$ cat src/rtl/evt_irq_pkg.sv
package evt_irq_pkg;

  localparam int BYTE_W = 8;
  localparam int HALVES = 2;
  localparam int STAT_W = BYTE_W * HALVES;

  typedef enum logic [1:0] {
    RD_ZERO = 2'd0,
    RD_MASK = 2'd1,
    RD_STAT = 2'd2
  } rd_kind_e;

  // Strobes handed from the decoder to the datapath.
  typedef struct packed {
    logic [HALVES-1:0] maskWr;
    logic [HALVES-1:0] ackWr;
    logic              rdEn;
    rd_kind_e          rdKind;
    logic              rdHalf;
  } strobe_t;

endpackage

$ cat src/rtl/evt_irq_ctrl.sv
module evt_irq_ctrl
  import evt_irq_pkg::*;
#(
  parameter int                ADDR_W   = 8,
  parameter logic [ADDR_W-1:0] REG_BASE = 8'h17
) (
  input  logic [ADDR_W-1:0] regAddr,
  input  logic              regWrEn,
  input  logic              regRdEn,
  output strobe_t           strb
);

  localparam logic [ADDR_W-1:0] A_MASK_LO = REG_BASE;
  localparam logic [ADDR_W-1:0] A_MASK_HI = ADDR_W'(REG_BASE + 1);
  localparam logic [ADDR_W-1:0] A_STAT_LO = ADDR_W'(REG_BASE + 2);
  localparam logic [ADDR_W-1:0] A_STAT_HI = ADDR_W'(REG_BASE + 3);
  localparam logic [ADDR_W-1:0] A_ACK_LO  = ADDR_W'(REG_BASE + 4);
  localparam logic [ADDR_W-1:0] A_ACK_HI  = ADDR_W'(REG_BASE + 5);

  always_comb begin
    strb        = '0;
    strb.rdKind = RD_ZERO;
    strb.rdEn   = regRdEn;
    case (regAddr)
      A_MASK_LO: begin
        strb.maskWr[0] = regWrEn;
        strb.rdKind    = RD_MASK;
        strb.rdHalf    = 1'b0;
      end
      A_MASK_HI: begin
        strb.maskWr[1] = regWrEn;
        strb.rdKind    = RD_MASK;
        strb.rdHalf    = 1'b1;
      end
      A_STAT_LO: begin
        strb.rdKind = RD_STAT;
        strb.rdHalf = 1'b0;
      end
      A_STAT_HI: begin
        strb.rdKind = RD_STAT;
        strb.rdHalf = 1'b1;
      end
      A_ACK_LO: strb.ackWr[0] = regWrEn;
      A_ACK_HI: strb.ackWr[1] = regWrEn;
      default: ;
    endcase
  end

endmodule

$ cat src/rtl/evt_irq_dp.sv
module evt_irq_dp
  import evt_irq_pkg::*;
#(
  parameter int                NUM_EVT  = 4,
  parameter int                EVT_BASE = 8,
  parameter logic [STAT_W-1:0] MASK_RST = 16'h0FFF
) (
  input  logic               clk,
  input  logic               rstN,
  input  strobe_t            strb,
  input  logic [BYTE_W-1:0]  wrData,
  input  logic [NUM_EVT-1:0] evtVec,
  output logic [BYTE_W-1:0]  rdData,
  output logic [STAT_W-1:0]  statusVec,
  output logic [STAT_W-1:0]  maskVec,
  output logic               irq
);

  logic [BYTE_W-1:0] maskB [HALVES];
  logic [STAT_W-1:0] statusQ;
  logic [STAT_W-1:0] statusNext;
  logic [STAT_W-1:0] evtWide;

  // Mask: one byte register per half.
  for (genvar h = 0; h < HALVES; h++) begin : g_mask
    always_ff @(posedge clk or negedge rstN) begin
      if (!rstN) begin
        maskB[h] <= MASK_RST[h*BYTE_W +: BYTE_W];
      end else if (strb.maskWr[h]) begin
        maskB[h] <= wrData;
      end
    end
    assign maskVec[h*BYTE_W +: BYTE_W] = maskB[h];
  end

  // Place the event pulses at their status positions.
  always_comb begin
    evtWide = '0;
    evtWide[EVT_BASE +: NUM_EVT] = evtVec;
  end

  // Acknowledge clears first, then events set: events win.
  always_comb begin
    statusNext = statusQ;
    for (int h = 0; h < HALVES; h++) begin
      if (strb.ackWr[h]) begin
        statusNext[h*BYTE_W +: BYTE_W] = statusQ[h*BYTE_W +: BYTE_W] & ~wrData;
      end
    end
    statusNext = statusNext | evtWide;
  end

  always_ff @(posedge clk or negedge rstN) begin
    if (!rstN) begin
      statusQ <= '0;
    end else begin
      statusQ <= statusNext;
    end
  end

  // Interrupt follows the held status and mask one clock later.
  always_ff @(posedge clk or negedge rstN) begin
    if (!rstN) begin
      irq <= 1'b0;
    end else begin
      irq <= |(statusQ & ~maskVec);
    end
  end

  // Registered read data.
  logic [BYTE_W-1:0] rdSel;
  always_comb begin
    case (strb.rdKind)
      RD_MASK: rdSel = strb.rdHalf ? maskVec[BYTE_W +: BYTE_W] : maskVec[0 +: BYTE_W];
      RD_STAT: rdSel = strb.rdHalf ? statusQ[BYTE_W +: BYTE_W] : statusQ[0 +: BYTE_W];
      default: rdSel = '0;
    endcase
  end

  always_ff @(posedge clk or negedge rstN) begin
    if (!rstN) begin
      rdData <= '0;
    end else if (strb.rdEn) begin
      rdData <= rdSel;
    end
  end

  assign statusVec = statusQ;

endmodule

$ cat src/rtl/evt_irq_hub.sv
module evt_irq_hub
  import evt_irq_pkg::*;
#(
  parameter int                ADDR_W   = 8,
  parameter logic [ADDR_W-1:0] REG_BASE = 8'h17,
  parameter int                EVT_BASE = 8,
  parameter logic [15:0]       MASK_RST = 16'h0FFF
) (
  input  logic              clk,
  input  logic              rstN,
  input  logic [ADDR_W-1:0] regAddr,
  input  logic              regWrEn,
  input  logic [7:0]        regWrData,
  input  logic              regRdEn,
  output logic [7:0]        regRdData,
  input  logic              evtTick,
  input  logic              evtAlarm,
  input  logic              evtRtcErr,
  input  logic              evtButton,
  output logic              irqOut
);

  localparam int NUM_EVT = 4;

  strobe_t           strb;
  logic [NUM_EVT-1:0] evtVec;
  logic [STAT_W-1:0] statusVec;
  logic [STAT_W-1:0] maskVec;

  assign evtVec = {evtButton, evtRtcErr, evtAlarm, evtTick};

  evt_irq_ctrl #(
    .ADDR_W  (ADDR_W),
    .REG_BASE(REG_BASE)
  ) u_ctrl (
    .regAddr(regAddr),
    .regWrEn(regWrEn),
    .regRdEn(regRdEn),
    .strb   (strb)
  );

  evt_irq_dp #(
    .NUM_EVT (NUM_EVT),
    .EVT_BASE(EVT_BASE),
    .MASK_RST(MASK_RST)
  ) u_dp (
    .clk      (clk),
    .rstN     (rstN),
    .strb     (strb),
    .wrData   (regWrData),
    .evtVec   (evtVec),
    .rdData   (regRdData),
    .statusVec(statusVec),
    .maskVec  (maskVec),
    .irq      (irqOut)
  );

endmodule

$ cat config.mk
export PLATFORM = sky130hd
export DESIGN_NAME = evt_irq_hub
export DESIGN_NICKNAME = d
export VERILOG_FILES = /design/src/rtl/evt_irq_pkg.sv /design/src/rtl/evt_irq_ctrl.sv /design/src/rtl/evt_irq_dp.sv /design/src/rtl/evt_irq_hub.sv
export SDC_FILE = /design/constraint.sdc
export NUM_CORES = 1
export LEC_CHECK = 0
export ABC_AREA = 1
export BUFFER_PORTS_ARGS = -buffer_cell sky130_fd_sc_hd__buf_2
export CAP_MARGIN = 20
export CORE_UTILIZATION = 30
export CTS_BUF_LIST = sky130_fd_sc_hd__clkbuf_2
export DETAILED_ROUTE_END_ITERATION = 10
export PLACE_DENSITY_LB_ADDON = 0.08
export SYNTH_ARGS = -nofsm -noshare
export SYNTH_HDL_FRONTEND = slang
export SYNTH_SLANG_ARGS = --single-unit
$ cat constraint.sdc
create_clock -name clk -period 1.2 [get_ports clk]
set_input_delay 0.24 -clock clk [delete_from_list [all_inputs] [get_ports clk]]
set_output_delay 0.24 -clock clk [all_outputs]
set_load 0.03 [all_outputs]
==> results.cfg, run 1 <==
[run_status]
status = finished with violations
violations = negative setup slack

[final_layout]
layout_commonest_cell = nand2_1
drive_gt1_share_pct = 31.0
fin_nets = 364
syn_to_final_growth_pct = 38.9
final_cells = 435
layout_common_cells = nand2_1 (69), inv_1 (49), dfrtp_1 (29)
diodes = 0
finish.utilization_pct = 43.5

[clock_network]
cts_tree = built
cts_buffer_depth = 2
clk_latency_ps = 400
cts_sinks = 41
h-tree-depth = 2
clk_pin_slew_ps = 210
numCtsBuffers = 5
root_buffer = clkbuf_2

[sta]
fin_ws_ps = -30.7
finalSetupViolations = 8
min_period_over_period_pct = 103
tightest_slew_ps = 258
hold_violations = 0
maxSlewHeadroom_pct = 82.6
min_period_ps = 1230
slew_violations = 0
max_freq_ghz = 0.813
clock_skew_ps = 4.41
rsz0062_at_grt = yes

[min_path]
hold_depth = 5
worstHoldPathType = primary input to register
holdCritStartpoint = regRdEn

[global_route]
grt_overflow_total = 0
grt_pass1_wl_mm = 9.34
grt_max_degree = 42
grt_pass1_vias = 1881
antenna_found_initial = 0
grt_use_total_pct = 16.6

[synthesis]
ys_seq_area_share_pct = 48.7
syn-num-nets = 297
synth_area_per_cell_sq_um = 7.90
netlist_area_sq_um = 2140
synth_enable_flop_cells = 0
synth_flop_cell = dfrtp_1
syn_inst = 271
ys_seq_elements = 41
ys_warn_count = 0
async_flop_share_pct = 100
synth.distinct_cells = 26

[worst_setup_path]
cp_top_family = flip-flops
crit_path_end_kind = primary output
start_kind = register
r2r_cells = 3
r2r_start = u_dp.maskVec[7]$_DFFE_PN1P_
slowest_stage = dfrtp_1
startpoint = u_dp.rdData[0]$_DFFE_PN0P_
crit_buf_inv = 1
path_depth = 1
crit_type = register to primary output
slowest_delay_ps = 450
cp_max_fo = 2
path_cells = buf_6
cp.arrival_ps = 990
crit_required_ps = 960

[pwr]
totalPowerFinal_uw = 2820
p_per_area_nw_per_um2 = 950
peakVddDrop_v = 0.000506
p_switching_uw = 685
seqPwrFrac_pct = 52.0
internal-power_uw = 2140
p_comb_share_pct = 11.4
p_leak_uw = 0.00145
p_sw_share_pct = 24.3
clock_power_share_pct = 36.5

[detailed_routing]
drcViolationCount = 0
wirelength_mm = 5.49
antenna_left = 0
vias = 1917
wl_per_cell_microns = 12.6
first_pass_iters = 4
vias_per_cell = 4.41
drt-initial-drc-count = 91

[floorplanning]
ios = 33
die_w_microns = 86.5
core_area_sq_um = 6830
die_area_sq_um = 7470
die_h_microns = 86.5
start_util_pct = 31.3
num_rows = 30

[placed_design]
io_buffers = 32
placed_cells = 408
place.gp.congestion = 0.731
place_ws_ps = -403
dp_hpwl_mm = 4.10

[flow_run]
max-cap-violations = 0
-- stage by stage --
| stage | setup TNS [ps] | area [sq um] | hold WS [ps] |
|---|---|---|---|
| finish | -166 | 2970 | 174 |
| global placement | -8450 | 2630 | 229 |
| global route | -654 | 2970 | 174 |
| floorplan | -2150 | 2260 | -55.6 |
| CTS | -475 | 2930 | 143 |
| detailed placement | -8890 | 2630 | 229 |
-- registers in the layout (all words and copies together), names as in the netlist --
signal / count
u_dp.irq: 1
u_dp.maskVec: 16
u_dp.rdData: 8
u_dp.statusVec: 16
-- area by class of cell --
class | instances | area (sq um)
multi-input combinational | 164 | 923
tap | 96 | 120
clock buffer | 5 | 25.0
clock inverter | 3 | 65.1
fill | 731 | 3860
sequential | 41 | 1040
inverter | 57 | 234
timing repair buffer | 69 | 564
-- power groups by stage --
| stage | registers (uW) | clock network [uW] | logic (uW) |
|---|---|---|---|
| after floorplan | 1480 | 0 | 148 |
| after global placement | 1490 | 0 | 294 |
| after detailed placement | 1490 | 0 | 294 |
| after CTS | 1470 | 1070 | 328 |
| after global routing | 1480 | 1120 | 366 |
| final | 1470 | 1030 | 323 |
-- Yosys cell counts (3+ instances only) --
library cell | number | area share [%]
o21ai_1 | 4 | 0.94
dfstp_2 | 12 | 15
nor2_1 | 5 | 0.88
a21oi_1 | 14 | 3.3
o22ai_1 | 6 | 1.8
inv_1 | 52 | 9.1
nand2_1 | 70 | 12
clkbuf_1 | 3 | 0.53
o21ai_0 | 17 | 4.0
dfrtp_1 | 29 | 34
buf_2 | 3 | 0.70
nand4_1 | 18 | 5.3
nand3_1 | 19 | 4.4
-- worst paths after layout --
| kind | endpoint | slack, ps |
|---|---|---|
| max in group asynchronous | u_dp.maskVec[4]$_DFFE_PN1P_ | 640 |
| hold reg to reg | u_dp.maskVec[0]$_DFFE_PN1P_ | 510 |
| min in group asynchronous | u_dp.statusVec[9]$_DFF_PN0_ | 310 |
| hold / removal | u_dp.rdData[6]$_DFFE_PN0P_ | 170 |
| setup reg to reg | u_dp.irq$_DFF_PN0_ | 90 |
| setup / recovery | regRdData[0] | -30 |
-- layer usage --
layer  vias up  routed length [microns]  track usage, %
met3         7                      189            2.86
met4         0                       70            4.55
met5         -                        0               0
met1       872                     2690            23.6
met2        41                     2540            26.0
li1        997                        -               -
-- tightest hold or removal path, stage by stage --
cell	delay [ps]
buf_2	100
clkinv_1	70
nor2_4	60
nand2_1	60
nand2_1	40
-- cells by family after synthesis --
logic type,synth area share [%]
buffers and inverters,12.7
DFF,48.7
AOI/OAI and AO/OA,9.94
adders and majority gates,1.17
and+or+nand+nor,27.5
-- repair_timing --
action	CTS	global route
buffers inserted	4	2
setup endpoints to repair	9	18
pin swaps	0	2
gates resized for setup	18	4
hold endpoints to repair	57	0
hold buffers	13	0
(Power assumes the default switching activity.)
==> run 2, diff against run 1 <==
--- a/config.mk
+++ b/config.mk
@@ -12,6 +12,9 @@
 export CTS_BUF_LIST = sky130_fd_sc_hd__clkbuf_2
 export DETAILED_ROUTE_END_ITERATION = 10
 export PLACE_DENSITY_LB_ADDON = 0.08
+export RECOVER_POWER = 25
+export SKIP_LAST_GASP = 1
+export SLEW_MARGIN = 20
 export SYNTH_ARGS = -nofsm -noshare
 export SYNTH_HDL_FRONTEND = slang
 export SYNTH_SLANG_ARGS = --single-unit
==> results.cfg, run 2 (synthesis gave the netlist of run 1 again) <==
[placed_design]
place.gp.congestion = 0.731
placed_area_sq_um = 2630
place_ws_ps = -403
dp_hpwl_mm = 4.10
placed_cells = 408
io_buffers = 32

[pwr]
peakVddDrop_v = 0.000506
p_per_area_nw_per_um2 = 952
totalPowerFinal_uw = 2820
p_leak_uw = 0.00144

[flow_run]
max-cap-violations = 0

[final_layout]
drive_gt1_share_pct = 31.0
finish.utilization_pct = 43.3
diodes = 0
fin_nets = 364
layout_commonest_cell = nand2_1
syn_to_final_growth_pct = 38.4
final_cells = 435
layout_common_cells = nand2_1 (69), inv_1 (49), dfrtp_1 (29)
final_area_sq_um = 2960

[worst_setup_path]
r2r_start = u_dp.maskVec[7]$_DFFE_PN1P_
rrSetupSlack_ps = 90
path_cells = buf_6
start_kind = register
crit_required_ps = 960
r2r_end = u_dp.irq$_DFF_PN0_
cp_max_fo = 2
cp_top_family = flip-flops
crit_type = register to primary output
crit_path_end_kind = primary output
r2r_cells = 3
slowest_delay_ps = 450
slowest_stage = dfrtp_1
crit_buf_inv = 1
cp.arrival_ps = 990
path_depth = 1

[floorplanning]
start_util_pct = 31.3
die_area_sq_um = 7470
ios = 33
core_area_sq_um = 6830
die_w_microns = 86.5
num_rows = 30
die_h_microns = 86.5

[min_path]
worstHoldPathType = primary input to register
hold_depth = 5
min_to = u_dp.rdData[6]$_DFFE_PN0P_
holdCritStartpoint = regRdEn

[detailed_routing]
drcViolationCount = 0
first_pass_iters = 4
wl_per_cell_microns = 12.6
antenna_left = 0
vias = 1918
vias_per_cell = 4.41
wirelength_mm = 5.50
drt-initial-drc-count = 92

[clock_network]
clk_pin_slew_ps = 210
numCtsBuffers = 5
clk_latency_ps = 400
cts_buffer_depth = 2
cts_tree = built
cts_sinks = 41
root_buffer = clkbuf_2
h-tree-depth = 2

[run_status]
status = finished with violations
violations = negative setup slack

[sta]
fin_ws_ps = -29.5
tightest_slew_ps = 572
min_period_over_period_pct = 102
maxSlewHeadroom_pct = 61.9
finalSetupViolations = 8
slew_violations = 0
max_freq_ghz = 0.813
rsz0062_at_grt = yes
min_period_ps = 1230
hold_violations = 0
clock_skew_ps = 6.42

[global_route]
grt_use_total_pct = 16.6
antenna_found_initial = 0
grt_pass1_wl_mm = 9.34
grt_max_degree = 42
grt_overflow_total = 0
grt_pass1_vias = 1881
run 2: changes by cell type in the layout (fill, tap and decap cells not counted):
cell | previous run | this run
buf_12 | 3 | 2
clkbuf_4 | 0 | 1
run 2: final cells by class:
type | count | area (sq um)
timing repair buffer | 69 | 552
clock inverter | 3 | 65.1
tap | 96 | 120
fill | 733 | 3870
sequential | 41 | 1040
multi-input combinational | 164 | 923
inverter | 57 | 234
clock buffer | 5 | 25.0
run 2: what timing repair did:
item | 4_1_cts | 5_1_grt
buffers inserted | 4 | 2
setup endpoints to repair | 9 | 18
hold buffers | 13 | 0
hold endpoints to repair | 57 | 0
gates resized for setup | 18 | 4
cloned | 0 | 0
pin swaps | 0 | 2
run 2: how the worst max path moves through the flow:
| stage | startpoint | endpoint | slack [ps] |
|---|---|---|---|
| after detailed placement | regAddr[0] | u_dp.rdData[4]$_DFFE_PN0P_ | -400 |
| after CTS | u_dp.rdData[4]$_DFFE_PN0P_ | regRdData[4] | -70 |
| after global routing | u_dp.rdData[0]$_DFFE_PN0P_ | regRdData[0] | -90 |
| after global placement | regAddr[0] | u_dp.rdData[1]$_DFFE_PN0P_ | -390 |
| final | u_dp.rdData[0]$_DFFE_PN0P_ | regRdData[0] | -30 |
| after floorplan | regAddr[7] | u_dp.rdData[1]$_DFFE_PN0P_ | -270 |
run 2: stage by stage:
stage	TNS [ps]	hold WS, ps
final	-158	177
after floorplan	-2150	-55.6
after CTS	-475	143
after detailed placement	-8890	229
after global routing	-654	174
after global placement	-8450	229
run 2: report_power, final:
| part | internal (uW) | total, uW | leakage [uW] | switching, uW |
|---|---|---|---|---|
| Clock | 558 | 1030 | 0.0000529 | 472 |
| Sequential | 1440 | 1470 | 0.000443 | 25.7 |
| Combinational | 133 | 317 | 0.000948 | 185 |
| Total | 2130 | 2820 | 0.00144 | 682 |
run 2: routing by layer:
| layer | track usage, % | vias up | share of wire, % | wire [microns] |
|---|---|---|---|---|
| met5 | 0 | - | 0 | 0 |
| met4 | 4.55 | 0 | 1.3 | 70 |
| met3 | 2.86 | 7 | 3.1 | 172 |
| met2 | 26.0 | 36 | 46 | 2550 |
| met1 | 23.6 | 878 | 49 | 2700 |
| li1 | - | 997 | - | - |
==> run 3, diff against run 2 <==
--- a/config.mk
+++ b/config.mk
@@ -8,7 +8,8 @@
 export ABC_AREA = 1
 export BUFFER_PORTS_ARGS = -buffer_cell sky130_fd_sc_hd__buf_2
 export CAP_MARGIN = 20
-export CORE_UTILIZATION = 30
+export CORE_MARGIN = 2
+export CORE_UTILIZATION = 55
 export CTS_BUF_LIST = sky130_fd_sc_hd__clkbuf_2
 export DETAILED_ROUTE_END_ITERATION = 10
 export PLACE_DENSITY_LB_ADDON = 0.08
==> results.cfg, run 3 (synthesis gave the netlist of run 1 again) <==
[final_layout]
fillers = 291
fin_nets = 358
finish.utilization_pct = 75.2
diodes = 0
layout_commonest_cell = nand2_1
layout_common_cells = nand2_1 (69), inv_1 (49), dfrtp_1 (29)
drive_gt1_share_pct = 30.9
syn_to_final_growth_pct = 29.7

[clock_network]
cts_sinks = 41
h-tree-depth = 2
numCtsBuffers = 5
cts_tree = built
root_buffer = clkbuf_2
cts_buffer_depth = 2
clk_pin_slew_ps = 190
clk_latency_ps = 390

[global_route]
grt_pass1_wl_mm = 8.69
grt_overflow_total = 0
grt_use_total_pct = 26.4
antenna_found_initial = 0
grt_pass1_vias = 1860
grt_max_degree = 42

[sta]
rsz0062_at_grt = yes
max_freq_ghz = 0.822
slew_violations = 0
clock_skew_ps = 11.9
hold_violations = 0
finalSetupViolations = 8
min_period_ps = 1220
maxSlewHeadroom_pct = 64.1
tightest_slew_ps = 539
min_period_over_period_pct = 101
fin_ws_ps = -17.2

[placed_design]
place.gp.congestion = 0.862
io_buffers = 32
dp_hpwl_mm = 3.60

[worst_setup_path]
cp_max_fo = 2
path_depth = 1
crit_path_end_kind = primary output
cp.arrival_ps = 980
rrSetupSlack_ps = 90
crit_required_ps = 960
crit_type = register to primary output
crit_buf_inv = 1
slowest_stage = dfrtp_1
path_cells = buf_6
r2r_end = u_dp.irq$_DFF_PN0_
cp_top_family = flip-flops
slowest_delay_ps = 440
r2r_start = u_dp.maskVec[7]$_DFFE_PN1P_
start_kind = register
r2r_cells = 3

[flow_run]
max-cap-violations = 0

[floorplanning]
num_rows = 22
die_w_microns = 66.4
core_area_sq_um = 3690
die_area_sq_um = 4400
start_util_pct = 58.0
die_h_microns = 66.4
ios = 33

[pwr]
p_leak_uw = 0.00139
peakVddDrop_v = 0.000810
p_per_area_nw_per_um2 = 920
totalPowerFinal_uw = 2550

[detailed_routing]
first_pass_iters = 4
antenna_left = 0
wl_per_cell_microns = 13.1
drt-initial-drc-count = 96
vias_per_cell = 5.14
vias = 1960
wirelength_mm = 4.99
drcViolationCount = 0

[run_status]
status = finished with violations
violations = negative setup slack

[min_path]
holdCritStartpoint = evtAlarm
min_to = u_dp.statusVec[9]$_DFF_PN0_
hold_depth = 3
worstHoldPathType = primary input to register
## run 3: changes by cell type in the layout (fill, tap and decap cells not counted), sizes merged
cell / before / now
clkbuf: 6 / 7
dlygate4sd3: 13 / 6
bufinv: 2 / 1
buf: 55 / 56
## run 3: how the worst max path moves through the flow
stage / start / to
floorplan: regAddr[7] / u_dp.rdData[1]$_DFFE_PN0P_
global placement: regAddr[0] / u_dp.rdData[1]$_DFFE_PN0P_
detailed placement: regAddr[2] / u_dp.rdData[4]$_DFFE_PN0P_
CTS: u_dp.rdData[2]$_DFFE_PN0P_ / regRdData[2]
global route: u_dp.rdData[2]$_DFFE_PN0P_ / regRdData[2]
finish: u_dp.rdData[2]$_DFFE_PN0P_ / regRdData[2]
## run 3: final cells by class
class | instances | area [sq um] | area share (%)
Sequential cell | 41 | 1040 | 37.5
Tap cell | 48 | 60.1 | 2.16
Inverter | 57 | 234 | 8.43
Clock buffer | 6 | 30.0 | 1.08
Clock inverter | 2 | 33.8 | 1.22
Timing Repair Buffer | 63 | 464 | 16.7
Multi-Input combinational cell | 164 | 912 | 32.9
## run 3: power breakdown
part / switching (uW) / leakage, uW / internal [uW]
registers: 26.1 / 0.000443 / 1440
clock network: 430 / 0.0000406 / 356
logic: 181 / 0.000903 / 117
total: 637 / 0.00139 / 1920
## run 3: routing by layer
layer / global-route usage (%) / wire length (microns) / vias to the layer above
met5: 0 / 0 / -
met4: 6.89 / 61 / 0
met3: 4.60 / 258 / 5
met2: 43.1 / 2370 / 57
met1: 36.4 / 2300 / 904
li1: - / - / 994
## run 3: through the flow
stage / hold WS [ps] / setup TNS, ps / area [sq um] / setup WS (ps) / std cells
after floorplan: -55.6 / -2150 / 2260 / -273 / 271
after global placement: 223 / -6510 / 2550 / -330 / 361
after detailed placement: 227 / -7650 / 2550 / -387 / 361
after CTS: 2.28 / -57.0 / 2730 / -14.2 / 376
after global routing: 8.59 / -323 / 2780 / -44.8 / 381
final: 11.2 / -83.5 / 2780 / -17.2 / 381
## run 3: what timing repair did
| action | 4_1_cts | 5_1_grt |
|---|---|---|
| hold endpoints to repair | 37 | 2 |
| pin swaps | 0 | 1 |
| hold buffers | 4 | 2 |
| endpoints found under the setup margin | 9 | 17 |
| resized for setup | 18 | 2 |
| buffers inserted | 3 | 3 |
